**src/rtl/pwrseq_pkg.sv**
```systemverilog
package pwrseq_pkg;
  localparam int NUM_FLAGS   = 3;
  localparam int FLAG_SWITCH = 0;
  localparam int FLAG_TRIP   = 1;
  localparam int FLAG_FULL   = 2;

  typedef enum logic [1:0] {
    MODE_RUN   = 2'b00,
    MODE_GUARD = 2'b01,
    MODE_BATT  = 2'b10,
    MODE_HOLD  = 2'b11
  } seqMode_e;

  typedef struct packed {
    logic holdTimerRun;
    logic accessOpen;
    logic onBackup;
    logic unsealReq;
  } seqStrobe_t;
endpackage

```
**src/rtl/flag_conditioner.sv**
```systemverilog
module flag_conditioner #(
  parameter int NUM         = 3,
  parameter int DEB_CYCLES  = 8
) (
  input  logic           clk,
  input  logic           rstN,
  input  logic [NUM-1:0] rawFlags,
  output logic [NUM-1:0] cleanFlags
);
  localparam int CW = (DEB_CYCLES > 1) ? $clog2(DEB_CYCLES) : 1;

  for (genvar i = 0; i < NUM; i++) begin : g_flag
    logic          syncA;
    logic          syncB;
    logic          stable;
    logic [CW-1:0] cnt;

    always_ff @(posedge clk or negedge rstN) begin
      if (!rstN) begin
        syncA <= 1'b0;
        syncB <= 1'b0;
      end else begin
        syncA <= rawFlags[i];
        syncB <= syncA;
      end
    end

    // Accept a new level only after it has differed from the held value
    // for DEB_CYCLES consecutive cycles.
    always_ff @(posedge clk or negedge rstN) begin
      if (!rstN) begin
        stable <= 1'b0;
        cnt    <= '0;
      end else if (syncB == stable) begin
        cnt <= '0;
      end else if (cnt == CW'(DEB_CYCLES - 1)) begin
        stable <= syncB;
        cnt    <= '0;
      end else begin
        cnt <= cnt + 1'b1;
      end
    end

    assign cleanFlags[i] = stable;
  end
endmodule

```
**src/rtl/seq_control.sv**
```systemverilog
module seq_control
  import pwrseq_pkg::*;
(
  input  logic                 clk,
  input  logic                 rstN,
  input  logic [NUM_FLAGS-1:0] cleanFlags,
  input  logic                 holdDone,
  output seqMode_e             curMode,
  output seqStrobe_t           strobe
);
  seqMode_e nextMode;
  logic     okSwitch;
  logic     okTrip;
  logic     okFull;

  assign okSwitch = cleanFlags[FLAG_SWITCH];
  assign okTrip   = cleanFlags[FLAG_TRIP];
  assign okFull   = cleanFlags[FLAG_FULL];

  always_comb begin
    nextMode = curMode;
    if (!okSwitch) begin
      nextMode = MODE_BATT;
    end else begin
      unique case (curMode)
        MODE_BATT:  nextMode = MODE_GUARD;
        MODE_GUARD: if (okTrip && okFull) nextMode = MODE_HOLD;
        MODE_HOLD: begin
          if (!okTrip || !okFull) nextMode = MODE_GUARD;
          else if (holdDone)      nextMode = MODE_RUN;
        end
        MODE_RUN:   if (!okTrip) nextMode = MODE_GUARD;
        default:    nextMode = MODE_BATT;
      endcase
    end
  end

  always_ff @(posedge clk or negedge rstN) begin
    if (!rstN) curMode <= MODE_BATT;
    else       curMode <= nextMode;
  end

  always_comb begin
    strobe.holdTimerRun = (curMode == MODE_HOLD);
    strobe.accessOpen   = (curMode == MODE_RUN);
    strobe.onBackup     = (curMode == MODE_BATT);
    strobe.unsealReq    = okTrip;
  end
endmodule

```
**src/rtl/seq_datapath.sv**
```systemverilog
module seq_datapath
  import pwrseq_pkg::*;
#(
  parameter int REC_CYCLES = 256
) (
  input  logic       clk,
  input  logic       rstN,
  input  logic       factoryRstN,
  input  seqStrobe_t strobe,
  input  logic       reqCe,
  input  logic       reqWe,
  input  logic       reqOe,
  output logic       holdDone,
  output logic       memCe,
  output logic       memWe,
  output logic       memOe,
  output logic       writeBlock,
  output logic       outDisable,
  output logic       battSel,
  output logic       battSealed,
  output logic       wrDropErr
);
  localparam int TW = $clog2(REC_CYCLES + 1);

  logic [TW-1:0] holdCnt;
  logic          sealBit;
  logic          wrNow;
  logic          wrPrev;

  // Recovery hold timer
  assign holdDone = strobe.holdTimerRun && (holdCnt == TW'(REC_CYCLES - 1));

  always_ff @(posedge clk or negedge rstN) begin
    if (!rstN)                     holdCnt <= '0;
    else if (!strobe.holdTimerRun) holdCnt <= '0;
    else if (!holdDone)            holdCnt <= holdCnt + 1'b1;
  end

  // Freshness seal: only the factory input restores it
  always_ff @(posedge clk or negedge factoryRstN) begin
    if (!factoryRstN)          sealBit <= 1'b1;
    else if (strobe.unsealReq) sealBit <= 1'b0;
  end

  assign battSealed = sealBit;
  assign battSel    = strobe.onBackup && !sealBit;

  // Access gating
  assign memCe      = strobe.accessOpen && reqCe;
  assign memWe      = strobe.accessOpen && reqCe && reqWe;
  assign memOe      = strobe.accessOpen && reqCe && reqOe && !reqWe;
  assign writeBlock = !strobe.accessOpen;
  assign outDisable = !strobe.accessOpen;

  // Dropped-write detection on the start of a request
  assign wrNow = reqCe && reqWe;

  always_ff @(posedge clk or negedge rstN) begin
    if (!rstN) begin
      wrPrev    <= 1'b0;
      wrDropErr <= 1'b0;
    end else begin
      wrPrev    <= wrNow;
      wrDropErr <= wrNow && !wrPrev && !strobe.accessOpen;
    end
  end
endmodule

```
**src/rtl/pwrfail_sequencer.sv**
```systemverilog
module pwrfail_sequencer
  import pwrseq_pkg::*;
#(
  parameter int DEBOUNCE_CYCLES = 8,
  parameter int RECOVERY_CYCLES = 256
) (
  input  logic       clk,
  input  logic       rstN,
  input  logic       factoryRstN,
  input  logic       aboveSwitch,
  input  logic       aboveTrip,
  input  logic       aboveFull,
  input  logic       reqCe,
  input  logic       reqWe,
  input  logic       reqOe,
  output logic       memCe,
  output logic       memWe,
  output logic       memOe,
  output logic       writeBlock,
  output logic       outDisable,
  output logic       battSel,
  output logic       battSealed,
  output logic       wrDropErr,
  output logic [1:0] mode
);
  logic [NUM_FLAGS-1:0] rawFlags;
  logic [NUM_FLAGS-1:0] cleanFlags;
  logic                 holdDone;
  seqMode_e             curMode;
  seqStrobe_t           strobe;

  always_comb begin
    rawFlags              = '0;
    rawFlags[FLAG_SWITCH] = aboveSwitch;
    rawFlags[FLAG_TRIP]   = aboveTrip;
    rawFlags[FLAG_FULL]   = aboveFull;
  end

  flag_conditioner #(.NUM(NUM_FLAGS), .DEB_CYCLES(DEBOUNCE_CYCLES)) u_cond (
    .clk(clk), .rstN(rstN), .rawFlags(rawFlags), .cleanFlags(cleanFlags)
  );

  seq_control u_ctrl (
    .clk(clk), .rstN(rstN), .cleanFlags(cleanFlags), .holdDone(holdDone),
    .curMode(curMode), .strobe(strobe)
  );

  seq_datapath #(.REC_CYCLES(RECOVERY_CYCLES)) u_dp (
    .clk(clk), .rstN(rstN), .factoryRstN(factoryRstN), .strobe(strobe),
    .reqCe(reqCe), .reqWe(reqWe), .reqOe(reqOe), .holdDone(holdDone),
    .memCe(memCe), .memWe(memWe), .memOe(memOe), .writeBlock(writeBlock),
    .outDisable(outDisable), .battSel(battSel), .battSealed(battSealed),
    .wrDropErr(wrDropErr)
  );

  assign mode = curMode;
endmodule

```
**config.mk**
```make
export PLATFORM = sky130hd
export DESIGN_NAME = pwrfail_sequencer
export DESIGN_NICKNAME = d
export VERILOG_FILES = /design/src/rtl/pwrseq_pkg.sv /design/src/rtl/flag_conditioner.sv /design/src/rtl/seq_control.sv /design/src/rtl/seq_datapath.sv /design/src/rtl/pwrfail_sequencer.sv
export SDC_FILE = /design/constraint.sdc
export NUM_CORES = 1
export LEC_CHECK = 0
export ABC_AREA = 1
export BUFFER_PORTS_ARGS = -buffer_cell sky130_fd_sc_hd__buf_2
export CORE_ASPECT_RATIO = 0.9
export CORE_MARGIN = 1
export CORE_UTILIZATION = 45
export DETAILED_ROUTE_END_ITERATION = 16
export SYNTH_ARGS = -nofsm -noshare
export SYNTH_HDL_FRONTEND = slang
export SYNTH_SLANG_ARGS = --single-unit
```
**constraint.sdc**
```tcl
create_clock -name clk -period 2.14 [get_ports clk]
set_clock_uncertainty 0.15 [all_clocks]
set_input_delay 0.321 -clock clk [delete_from_list [all_inputs] [get_ports clk]]
set_output_delay 0.321 -clock clk [all_outputs]
set_load 0.05 [all_outputs]
```
* Word-level counts from Yosys, hierarchy flattened *
Index checks and enable logic that the tools add are counted.

storage, ports and cells
  latch bits = 0
  memory bits (read-only) = 0
  logic and storage cells = 74
  register bits after elaboration = 32
  memories kept = 0
  bits of input ports = 9
  memory bits (writable) = 0

cells by class
  bitwise gates (word level) = 3
  reductions and logical operators = 22
  equality and inequality tests = 14
  multiplexer cells = 14
  shift-type cells = 0
  multipliers = 0
  div/mod/pow operators = 0
  order comparisons = 0
  add/subtract/negate cells = 4

operator list
  kind                 count
  $mux 3               6
  $mux 9               2
  $logic_and 1x1->1    10
  $mux 2               5
  $add 3x1->3 const B  3
  $add 9x1->9 const B  1
  $eq 3x3->1 const B   3
  $eq 9x8->1 const B   1
  $pmux 2 s4           1
  $logic_not 1->1      6
  $reduce_and 2->1     3
  $eq 2x2->1 const B   2
  $ne 4x4->1 const B   1
  $eq 1x1->1           3
  $ne 3x2->1 const B   1
  $ne 3x3->1 const B   1
  $not 1->1            3
  $reduce_and 3->1     1
  $eq 2x1->1 const B   1
  $logic_not 2->1      1
  $ne 2x2->1 const B   1
  $logic_or 1x1->1     1

* Depth between registers and ports, before layout *
  word-level depth = 6
  mapped depth = 12
  mapped depth without buffers = 12

* Cells and area by module *
A second synthesis with hierarchy kept.

unflattened totals
  cells, all modules = 166
  area total of the unflattened synthesis = 1539.0 um^2

by module, submodules not included
  module            times used  cells an instance  area an instance (um^2)  sequential area each (um^2)
  flag_conditioner  1           66                 705.7                    450.4
  seq_datapath      1           74                 673.1                    301.5
  seq_control       1           26                 160.2                    51.3

* Worst setup path after synthesis *
Ideal clock, no wire load.

  path kind = reg2out
  from = register u_ctrl.curMode[0]
  to = output port memOe
  data arrival time = 2.002 ns
  cell stages (with the launch flop) = 6
  required time = 1.669 ns
  path slack = -0.333 ns
  cells stage by stage = dfrtp_1 > nor2_1 > nand2_1 > inv_1 > nand2_1 > nor2_1

between the ends
  word-level cells in the longest chain between the ends = 4

RTL lines
  element                          RTL line                 source
  start, declared                  seq_control.sv:8         output seqMode_e curMode,
  start signal, assigned           seq_control.sv:40        else curMode <= nextMode;
  $logic_not 2->1                  seq_control.sv:45        strobe.accessOpen = (curMode == MODE_RUN);
  $logic_and 1x1->1                --
  via memCe                        pwrfail_sequencer.sv:16  output logic memCe,
  $logic_and 1x1->1 (2 in series)  seq_datapath.sv:51       assign memOe = strobe.accessOpen && reqCe && reqOe && !reqWe;
  end, declared                    pwrfail_sequencer.sv:18  output logic memOe,

The timed path passes the listed nets, and every way through them passes these cells.

* Worst setup path after layout *
  from = register u_ctrl.curMode[0]
  to = output port memOe

between the ends
  word-level cells in the longest chain between the ends = 4

RTL lines
  element                          RTL line
  $logic_not 2->1                  seq_control.sv:45
  $logic_and 1x1->1 (3 in series)  seq_datapath.sv:51

Every way passes these cells.

==> out/results.txt <==
Status: complete, no violations
Drt total wl: 2.46 mm
Initial antenna violation count: 0
Mapped cell area: 0.00141 sq mm
TritonCTS clock tree: done
Area of the multi-input gates: 523 sq um
Skew-Pair Late Insertion Delay: 0.34 ns
Vias in the first global route: 919
Nets: 185
Placer Congestion: 0.779
H-tree levels: 2
Syn Inst Count: 140
Setup tns final: 0 ns
Hold Path End: u_dp.wrPrev$_DFF_PN0_
Synth top cells by count: dfrtp_1 (30), nand2_1 (24), inv_1 (19)
Max clock buf depth: 2
Max_cap viols: 0
First-pass GRT wire length: 4.02 mm
Die H: 55.1 microns
Min-Delay Path Class: in2reg
Setup violators final: 0
Synth area leaders: dfrtp_1 (53%), ha_1 (7.1%), nand2_1 (6.4%)
Crit Path Max Fanout: 6
Port bufs: 18
CTS Buf Count: 5
Top_reg_cell synth: dfrtp_1
WP data required: 1.67 ns
Syn Nets: 157
Leak pwr: 0.837 nW
Core Util, Final: 0.579
Length in cells of the worst reg-to-reg path: 9
Top-level I/O count: 19
Total grt overflow: 0
CP Capture Type: output pin
Hold path depth: 3
Number of remaining DRC errors: 0
Rows: 18
WS Path Type: reg2out
Synth Area per Inst: 10.1 sq um
RSZ-0062 raised after global routing: false
Layout area overhead: 17.7%
Area share of the largest cell type after synthesis: 0.533
Peak supply drop: 0.709 mV
1st-pass router iterations: 4
Sink Count: 32
Initial core utilization: 0.492
Fin area: 0.00166 sq mm
Largest net degree at the start of global routing: 32
CP max-delay cell: dfrtp_1
Clock-pin slew on the worst setup and hold paths: 0.09 ns
Synth area leader: dfrtp_1
Tmin final: 2.02 ns
Routed len/inst: 11.8 microns
Core Footprint: 0.00286 sq mm
DRT antenna net count: 0
Ys async rst share: 1.00
Final Hold Viols: 0
Register area share after synthesis: 0.571
R2r startpoint: u_dp.holdCnt[0]$_DFFE_PN0P_
Die ar.: 0.00336 sq mm
Design Power: 1.82 mW
Hold_sp: reqCe
EDFF count, synth: 0
Postcts setup bufs: 0
Iteration-0 DRC count of the detailed router: 25
Fill cells: 259
Slew Limit Fails: 0
Global router's overall resource usage: 0.178
Worst-Margin Slew: 0.673 ns
Yosys Warn Count: 0
Via density: 4.80
Achievable Freq: 496 MHz
Crit start category: register
Final cell count without fillers: 209
Most frequent cell after synthesis: dfrtp_1
Post-place instance area: 0.00154 sq mm
Worst path cell trace: nor2_2, nand2_1, inv_1, nand2_1, nor2_2, buf_2
R2r setup slk: 0.25 ns
PD cells: 1100 mW/mm^2
Worst R2R End: u_dp.holdCnt[3]$_DFFE_PN0P_
DP Cell Count: 196
Fin crit share: 0.942
DR vias: 1003
Slowest stage delay, CP: 0.48 ns
Sequential cell area: 803 sq um
Arrival @ worst endpoint: 1.54 ns
Root buf cell: clkbuf_4
Cell variety after synth: 26
Max_slew headroom: 0.551
DPL Wire Length: 1.70 mm
Synth Register Bits: 32
Ant diodes: 0
Layout cells sized above 1: 0.254
Die width: 61.0 microns
[worst max-delay path by stage]
stage / start / end
2_1_floorplan: u_ctrl.curMode[0]$_DFFE_PN0P_ / memOe
3_3_place_gp: u_dp.holdCnt[0]$_DFFE_PN0P_ / u_dp.holdCnt[7]$_DFFE_PN0P_
3_5_place_dp: u_dp.holdCnt[0]$_DFFE_PN0P_ / u_dp.holdCnt[3]$_DFFE_PN0P_
5_1_grt: u_ctrl.curMode[0]$_DFFE_PN0P_ / memOe
6_report: u_ctrl.curMode[0]$_DFFE_PN0P_ / memOe
4_1_cts: u_ctrl.curMode[0]$_DFFE_PN0P_ / memOe
[metal layers]
layer	up-vias	wire, microns	global-route usage
met4	0	82	0.136
li1	503	-	-
met2	24	1120	0.269
met5	-	0	0
met1	468	1160	0.218
met3	8	97	0.0488
[cell usage in the layout, fill, tap and decap left out, types with 2 or more instances in the layout]
| cell | instances |
|---|---|
| nor3_1 | 4 |
| nor2_1 | 12 |
| dfrtp_1 | 30 |
| dfstp_2 | 2 |
| clkbuf_4 | 5 |
| inv_1 | 19 |
| nor2_2 | 4 |
| clkinv_2 | 2 |
| o21ai_0 | 3 |
| buf_2 | 18 |
| xnor2_1 | 3 |
| a21oi_1 | 5 |
| nand3_1 | 5 |
| dlygate4sd3_1 | 5 |
| nand2_1 | 24 |
| inv_2 | 2 |
| ha_1 | 8 |
| nand4_1 | 4 |
| mux2_2 | 2 |
[power breakdown]
| part | total, mW | switching, mW | internal (mW) |
|---|---|---|---|
| clock network | 0.363 | 0.207 | 0.156 |
| logic | 0.618 | 0.427 | 0.191 |
| registers | 0.836 | 0.104 | 0.732 |
[what timing repair did]
action,4_1_cts,5_1_grt
resized for setup,0,1
endpoints found under the hold margin,34,0
setup endpoints to repair,0,1
hold buffers,5,0
[state kept, by name, indices dropped and copies added, names as in the netlist]
| signal | cells |
|---|---|
| u_cond.g_flag.cnt | 9 |
| u_cond.g_flag.stable | 3 |
| u_cond.g_flag.syncA | 3 |
| u_cond.g_flag.syncB | 3 |
| u_ctrl.curMode | 2 |
| u_dp.battSealed | 1 |
| u_dp.holdCnt | 9 |
| u_dp.wrDropErr | 1 |
| u_dp.wrPrev | 1 |
[through the flow]
| stage | setup WS, ns | hold WS, ns |
|---|---|---|
| 6_report | 0.125 | 0.0900 |
| 5_1_grt | 0.0178 | 0.106 |
| 4_1_cts | 0.0324 | 0.0828 |
| 3_5_place_dp | 0.270 | 0.114 |
| 3_3_place_gp | 0.365 | 0.105 |
| 2_1_floorplan | -0.143 | -0.125 |
[worst max-delay path, delay by kind of cell (launching register included)]
family	cells	cell delay [ns]
buf+inv	2	0.33
flops	1	0.48
simple gates	4	0.41
[cell type report]
class / instances / area share
clock buffers: 6 / 0.0310
flip-flops and latches: 32 / 0.485
inverters: 21 / 0.0476
multi-input cells: 85 / 0.316
repair buffers: 23 / 0.0846
well taps: 40 / 0.0302
clock inverters: 2 / 0.00604
[cell families (layout without fill, tap and decap cells)]
logic type,Yosys count,in the layout,synth area share
simple gates,60,60,0.209
flops,32,32,0.571
buf+inv,23,52,0.0667
compound gates,12,12,0.0480
fa+ha+maj,8,8,0.0711
xor+xnor,3,3,0.0187
mux,2,2,0.0160
(Power assumes the default switching activity.)
